**src/rtl/rtc_alarm_pkg.sv**
```systemverilog
package rtc_alarm_pkg;

    localparam int NUM_FIELDS = 6;
    localparam int DATA_W     = 8;
    localparam int SEL_W      = 3;
    localparam int ARM_BIT    = DATA_W - 1;
    localparam int VAL_MAX_W  = DATA_W - 1;

    localparam int SEC_W  = 7;
    localparam int MIN_W  = 7;
    localparam int HOUR_W = 6;
    localparam int WDAY_W = 3;
    localparam int DAY_W  = 6;
    localparam int MON_W  = 5;

    typedef enum logic [SEL_W-1:0] {
        FLD_SEC  = 3'd0,
        FLD_MIN  = 3'd1,
        FLD_HOUR = 3'd2,
        FLD_WDAY = 3'd3,
        FLD_DAY  = 3'd4,
        FLD_MON  = 3'd5
    } field_e;

    // Target width of each slot, indexed by its select code.
    function automatic int field_width(int idx);
        case (idx)
            0:       return SEC_W;
            1:       return MIN_W;
            2:       return HOUR_W;
            3:       return WDAY_W;
            4:       return DAY_W;
            default: return MON_W;
        endcase
    endfunction

    // Decoded write request shared with every slot.
    typedef struct packed {
        logic                 arm;
        logic [VAL_MAX_W-1:0] val;
    } slot_word_t;

endpackage

```
**src/rtl/rtc_alarm_slot.sv**
```systemverilog
module rtc_alarm_slot
    import rtc_alarm_pkg::*;
#(
    parameter int W = 7
) (
    input  logic              clk,
    input  logic              rst,
    input  logic              wr_hit,
    input  logic              wr_arm,
    input  logic [W-1:0]      wr_val,
    input  logic [W-1:0]      cnt,
    output logic              armed,
    output logic              equal,
    output logic [DATA_W-1:0] rd_word
);

    logic         arm_q;
    logic [W-1:0] val_q;

    // Arm bit is the only resettable state in a slot.
    always_ff @(posedge clk) begin
        if (rst)
            arm_q <= 1'b0;
        else if (wr_hit)
            arm_q <= wr_arm;
    end

    // Target value keeps its contents across reset.
    always_ff @(posedge clk) begin
        if (wr_hit)
            val_q <= wr_val;
    end

    assign armed = arm_q;
    assign equal = (val_q == cnt);

    always_comb begin
        rd_word          = '0;
        rd_word[ARM_BIT] = arm_q;
        rd_word[W-1:0]   = val_q;
    end

endmodule

```
**src/rtl/rtc_alarm_reduce.sv**
```systemverilog
module rtc_alarm_reduce #(
    parameter int N = 6
) (
    input  logic [N-1:0] armed_vec,
    input  logic [N-1:0] equal_vec,
    output logic         match_all
);

    logic any_armed;
    logic all_ok;

    assign any_armed = |armed_vec;
    // A disarmed slot counts as satisfied; an armed one must be equal.
    assign all_ok    = &(equal_vec | ~armed_vec);
    assign match_all = any_armed & all_ok;

endmodule

```
**src/rtl/rtc_alarm_flag.sv**
```systemverilog
module rtc_alarm_flag (
    input  logic clk,
    input  logic rst,
    input  logic match_in,
    input  logic clr,
    output logic match_rise,
    output logic flag
);

    logic match_q;

    always_ff @(posedge clk) begin
        if (rst)
            match_q <= 1'b0;
        else
            match_q <= match_in;
    end

    assign match_rise = match_in & ~match_q;

    // Setting has priority over clearing on the same edge.
    always_ff @(posedge clk) begin
        if (rst)
            flag <= 1'b0;
        else if (match_rise)
            flag <= 1'b1;
        else if (clr)
            flag <= 1'b0;
    end

endmodule

```
**src/rtl/rtc_alarm_cmp.sv**
```systemverilog
module rtc_alarm_cmp
    import rtc_alarm_pkg::*;
(
    input  logic              clk,
    input  logic              rst,
    input  logic              wr_en,
    input  logic [SEL_W-1:0]  wr_sel,
    input  logic [DATA_W-1:0] wr_data,
    input  logic [SEL_W-1:0]  rd_sel,
    output logic [DATA_W-1:0] rd_data,
    input  logic [SEC_W-1:0]  cnt_sec,
    input  logic [MIN_W-1:0]  cnt_min,
    input  logic [HOUR_W-1:0] cnt_hour,
    input  logic [WDAY_W-1:0] cnt_wday,
    input  logic [DAY_W-1:0]  cnt_day,
    input  logic [MON_W-1:0]  cnt_mon,
    input  logic              clr_flag,
    output logic              alarm_flag
);

    slot_word_t              wr_word;
    logic [NUM_FIELDS-1:0]   armed_vec;
    logic [NUM_FIELDS-1:0]   equal_vec;
    logic [DATA_W-1:0]       rd_arr [NUM_FIELDS];
    logic                    match_all;
    logic                    match_rise;

    assign wr_word = slot_word_t'(wr_data);

    for (genvar g = 0; g < NUM_FIELDS; g++) begin : g_slot
        localparam int W = field_width(g);
        logic [W-1:0] cnt_g;
        logic         hit_g;

        if (g == int'(FLD_SEC))       begin : g_c assign cnt_g = cnt_sec;  end
        else if (g == int'(FLD_MIN))  begin : g_c assign cnt_g = cnt_min;  end
        else if (g == int'(FLD_HOUR)) begin : g_c assign cnt_g = cnt_hour; end
        else if (g == int'(FLD_WDAY)) begin : g_c assign cnt_g = cnt_wday; end
        else if (g == int'(FLD_DAY))  begin : g_c assign cnt_g = cnt_day;  end
        else                          begin : g_c assign cnt_g = cnt_mon;  end

        assign hit_g = wr_en && (wr_sel == SEL_W'(g));

        rtc_alarm_slot #(.W(W)) u_slot (
            .clk     (clk),
            .rst     (rst),
            .wr_hit  (hit_g),
            .wr_arm  (wr_word.arm),
            .wr_val  (wr_word.val[W-1:0]),
            .cnt     (cnt_g),
            .armed   (armed_vec[g]),
            .equal   (equal_vec[g]),
            .rd_word (rd_arr[g])
        );
    end

    always_comb begin
        rd_data = '0;
        for (int i = 0; i < NUM_FIELDS; i++) begin
            if (rd_sel == SEL_W'(i))
                rd_data = rd_arr[i];
        end
    end

    rtc_alarm_reduce #(.N(NUM_FIELDS)) u_reduce (
        .armed_vec (armed_vec),
        .equal_vec (equal_vec),
        .match_all (match_all)
    );

    rtc_alarm_flag u_flag (
        .clk        (clk),
        .rst        (rst),
        .match_in   (match_all),
        .clr        (clr_flag),
        .match_rise (match_rise),
        .flag       (alarm_flag)
    );

endmodule

```
**config.mk**
```make
export PLATFORM = sky130hd
export DESIGN_NAME = rtc_alarm_cmp
export DESIGN_NICKNAME = d
export VERILOG_FILES = /design/src/rtl/rtc_alarm_pkg.sv /design/src/rtl/rtc_alarm_slot.sv /design/src/rtl/rtc_alarm_reduce.sv /design/src/rtl/rtc_alarm_flag.sv /design/src/rtl/rtc_alarm_cmp.sv
export SDC_FILE = /design/constraint.sdc
export NUM_CORES = 1
export LEC_CHECK = 0
export CAP_MARGIN = 10
export CORE_MARGIN = 4
export CORE_UTILIZATION = 51
export CTS_BUF_LIST = sky130_fd_sc_hd__clkbuf_8 sky130_fd_sc_hd__clkbuf_16
export DETAILED_ROUTE_END_ITERATION = 10
export PLACE_DENSITY = 0.95
export SYNTH_ARGS = -nofsm -noshare
export SYNTH_HDL_FRONTEND = slang
export SYNTH_SLANG_ARGS = --single-unit
```
**constraint.sdc**
```tcl
create_clock -name clk -period 3.7 [get_ports clk]
set_input_delay 0.74 -clock clk [delete_from_list [all_inputs] [get_ports clk]]
set_output_delay 0.74 -clock clk [all_outputs]
set_load 0.03 [all_outputs]
```
==> impl_metrics.json <==
{
  "grt_max_degree": 12,
  "cts_tree": "done",
  "tns_ns": 0,
  "grt_pass1_vias": 1810,
  "r2r_start": "g_slot[5].u_slot.val_q[4]$_DFFE_PP_",
  "hold_class": "reg -> reg",
  "r2r_slack_ns": 2.11,
  "wirelength_mm": 5.532,
  "criticalPathCategory": "in -> out",
  "wl_per_cell_um": 19.34,
  "grt-ovfl-total": 0,
  "clk_latency_ns": 0.29,
  "dr.first_iter.drc_count": 133,
  "clk_pin_slew_ns": 0.07,
  "antenna_left": 0,
  "initial_core_util_pct": 52.92,
  "clock-sinks": 42,
  "die_x_um": 72.43,
  "io_buffer_count": 60,
  "power_frac_comb_pct": 18.2,
  "drc": 0,
  "finalClockSkew_ns": 0.001306,
  "dp_hpwl_mm": 4.269,
  "fmax_mhz": 281.1,
  "synth_most_common_cell": "edfxtp_1",
  "pin_count": 61,
  "grt_pass1_wl_mm": 8.611,
  "cap_violations": 0,
  "async_reset_ff_share_pct": 0,
  "die_y_um": 72.43,
  "cts_setup_buffers": 0,
  "firstDrtPassIters": 4,
  "ff2ff_path_depth": 5,
  "cts_resized": 0,
  "status": "complete, no violations",
  "avgSynthCellArea_um2": 12.53,
  "p_sw_mw": 0.2333,
  "syn2layout_area_growth_pct": 34.93,
  "cts_buffers": 5,
  "netSwitchingFraction_pct": 23.79,
  "syn_inst": 169,
  "cts.htree.levels": 2,
  "n_fill_cell": 275,
  "multi_input_area_um2": 903.4,
  "num_vias": 1671,
  "crit_required_ns": 2.96,
  "crit_path_max_fanout": 10,
  "hold_buffers": 0,
  "synth_area_leaders": "edfxtp_1, xnor2_1, dfxtp_1",
  "hold_path_depth": 1,
  "worstMarginPinSlew_ns": 0.7618,
  "r2r-end": "u_flag.flag$_SDFFE_PP0P_",
  "relSlewSlack_pct": 48.94,
  "yosysTopAreaCell": "edfxtp_1",
  "rsz0062_at_grt": "no",
  "dieArea_um2": 5246,
  "hp-start": "u_flag.match_q$_SDFF_PP0_",
  "viasPerCell": 5.843,
  "num_antenna_cells": 0,
  "worst_hold_path.endpoint": "u_flag.flag$_SDFFE_PP0P_",
  "synth_flop_cell": "edfxtp_1",
  "routabilityCongestion": 0.9234,
  "p_total_mw": 0.9803,
  "core_um2": 4000,
  "nNetsFinal": 288,
  "p_per_area_nw_per_um2": 343.2,
  "crit_path_end_kind": "output pin",
  "cts_root_buf": "clkbuf_8",
  "grt.total_usage_pct": 22.24,
  "worst_ep_arrival_time_ns": 2.82,
  "power_frac_seq_pct": 54.9,
  "ys_seq_area_share_pct": 55.79,
  "intPower_mw": 0.7470,
  "ir_drop_v": 0.0002435,
  "post-route-period-util_pct": 96.16,
  "netlist_area_um2": 2117,
  "slew_violations": 0,
  "synth_edf_count": 34,
  "yosys.area.top_type_share_pct": 48.23,
  "leakagePower_nw": 0.9524,
  "setup_violations": 0,
  "antenna_found_initial": 0,
  "period_minus_slack_ns": 3.558,
  "yosys_register_bits": 42,
  "yosysWarnings": 0,
  "hold_violations": 0,
  "fp-row-count": 23,
  "synth_common_cells": "edfxtp_1, xnor2_1, nor2_1",
  "start_kind": "input port",
  "seqCellArea_um2": 1181,
  "clk_path_buf_depth": 2,
  "clkPwrFrac_pct": 26.9,
  "syn_nets": 221,
  "netlist-cell-type-count": 35,
  "final_layout_size_suffix_gt1_share_pct": 9.746
}
## how the worst max path moves through the flow
stage	slack [ns]	from	endpoint
2_1_floorplan	1.12	rd_sel[0]	rd_data[6]
3_3_place_gp	0.22	rd_sel[1]	rd_data[5]
3_5_place_dp	0.18	rd_sel[1]	rd_data[2]
4_1_cts	0.16	rd_sel[1]	rd_data[5]
5_1_grt	0.02	rd_sel[1]	rd_data[5]
6_report	0.14	rd_sel[1]	rd_data[5]
## placed cells by master (no fill, tap or decap)
cell type	count
nand4_1	4
xor2_1	11
nor4_1	1
nand2_1	7
xor2_2	1
xnor2_1	22
o22ai_1	2
inv_1	2
nor3_1	2
o31ai_2	2
a22oi_1	8
a221oi_1	1
nor2b_1	1
buf_4	7
nand3_1	6
nor2_1	13
and2b_1	1
o21ai_0	4
o221ai_1	4
nor3_2	1
nand2b_1	4
dfxtp_1	8
edfxtp_1	34
mux2_2	3
clkdlybuf4s50_1	58
mux2i_1	8
clkbuf_8	5
o41ai_2	2
nand3b_1	1
o21ai_1	1
nor2b_2	1
a21oi_1	7
nand4_2	1
o31ai_1	2
mux2_1	1
## metal layers
| metal | track usage (%) | vias to the layer above | share of wire (%) |
|---|---|---|---|
| li1 | - | 769 | - |
| met1 | 24.21 | 785 | 39 |
| met2 | 41.05 | 95 | 51 |
| met3 | 4.848 | 22 | 7.0 |
| met4 | 9.836 | 0 | 3.6 |
| met5 | 0 | - | 0 |
## power groups by stage
stage	clock network (mW)	logic [mW]	registers (mW)
floorplan	0	0.0798	0.546
global placement	0	0.172	0.547
detailed placement	0	0.177	0.548
CTS	0.270	0.178	0.538
global route	0.290	0.190	0.539
finish	0.264	0.179	0.538
## cells by family after synthesis
family | count (synthesis) | share of synthesized area, %
DFF | 42 | 55.79
buffers and inverters | 5 | 1.537
muxes | 12 | 5.910
AOI/OAI and AO/OA | 33 | 11.76
and+or+nand+nor | 43 | 10.58
xor gates and xnor gates | 34 | 14.42
## state kept, by name, summed over array words and instances (netlist names)
register	flops
g_slot.u_slot.armed	6
g_slot.u_slot.val_q	34
u_flag.flag	1
u_flag.match_q	1
## metrics by stage
step | hold WS [ns] | area (um2) | instances | worst slack (ns) | util [%]
after floorplan | 0.4130 | 2117 | 169 | 1.124 | -
after global placement | 0.4208 | 2780 | 279 | 0.2201 | 69.50
after detailed placement | 0.4312 | 2780 | 279 | 0.1765 | 69.50
after CTS | 0.4409 | 2856 | 286 | 0.1554 | 71.41
after global routing | 0.4522 | 2856 | 286 | 0.01836 | 71.41
final | 0.4367 | 2856 | 286 | 0.1420 | 71.41
## cell type report
| type | count | share of cell area [%] |
|---|---|---|
| Clock buffer | 5 | 2.409 |
| Clock inverter | 2 | 0.2628 |
| Multi-Input combinational cell | 122 | 31.63 |
| Sequential cell | 42 | 41.35 |
| Tap cell | 50 | 2.190 |
| Timing Repair Buffer | 65 | 22.16 |
## critical path, stage by stage
cell             delay (ns)
clkdlybuf4s50_1        0.70
buf_4                  0.23
mux2i_1                0.20
nor2_1                 0.06
a21oi_1                0.18
o21ai_1                0.10
clkdlybuf4s50_1        0.61
Power figures use the tool's default switching activity.
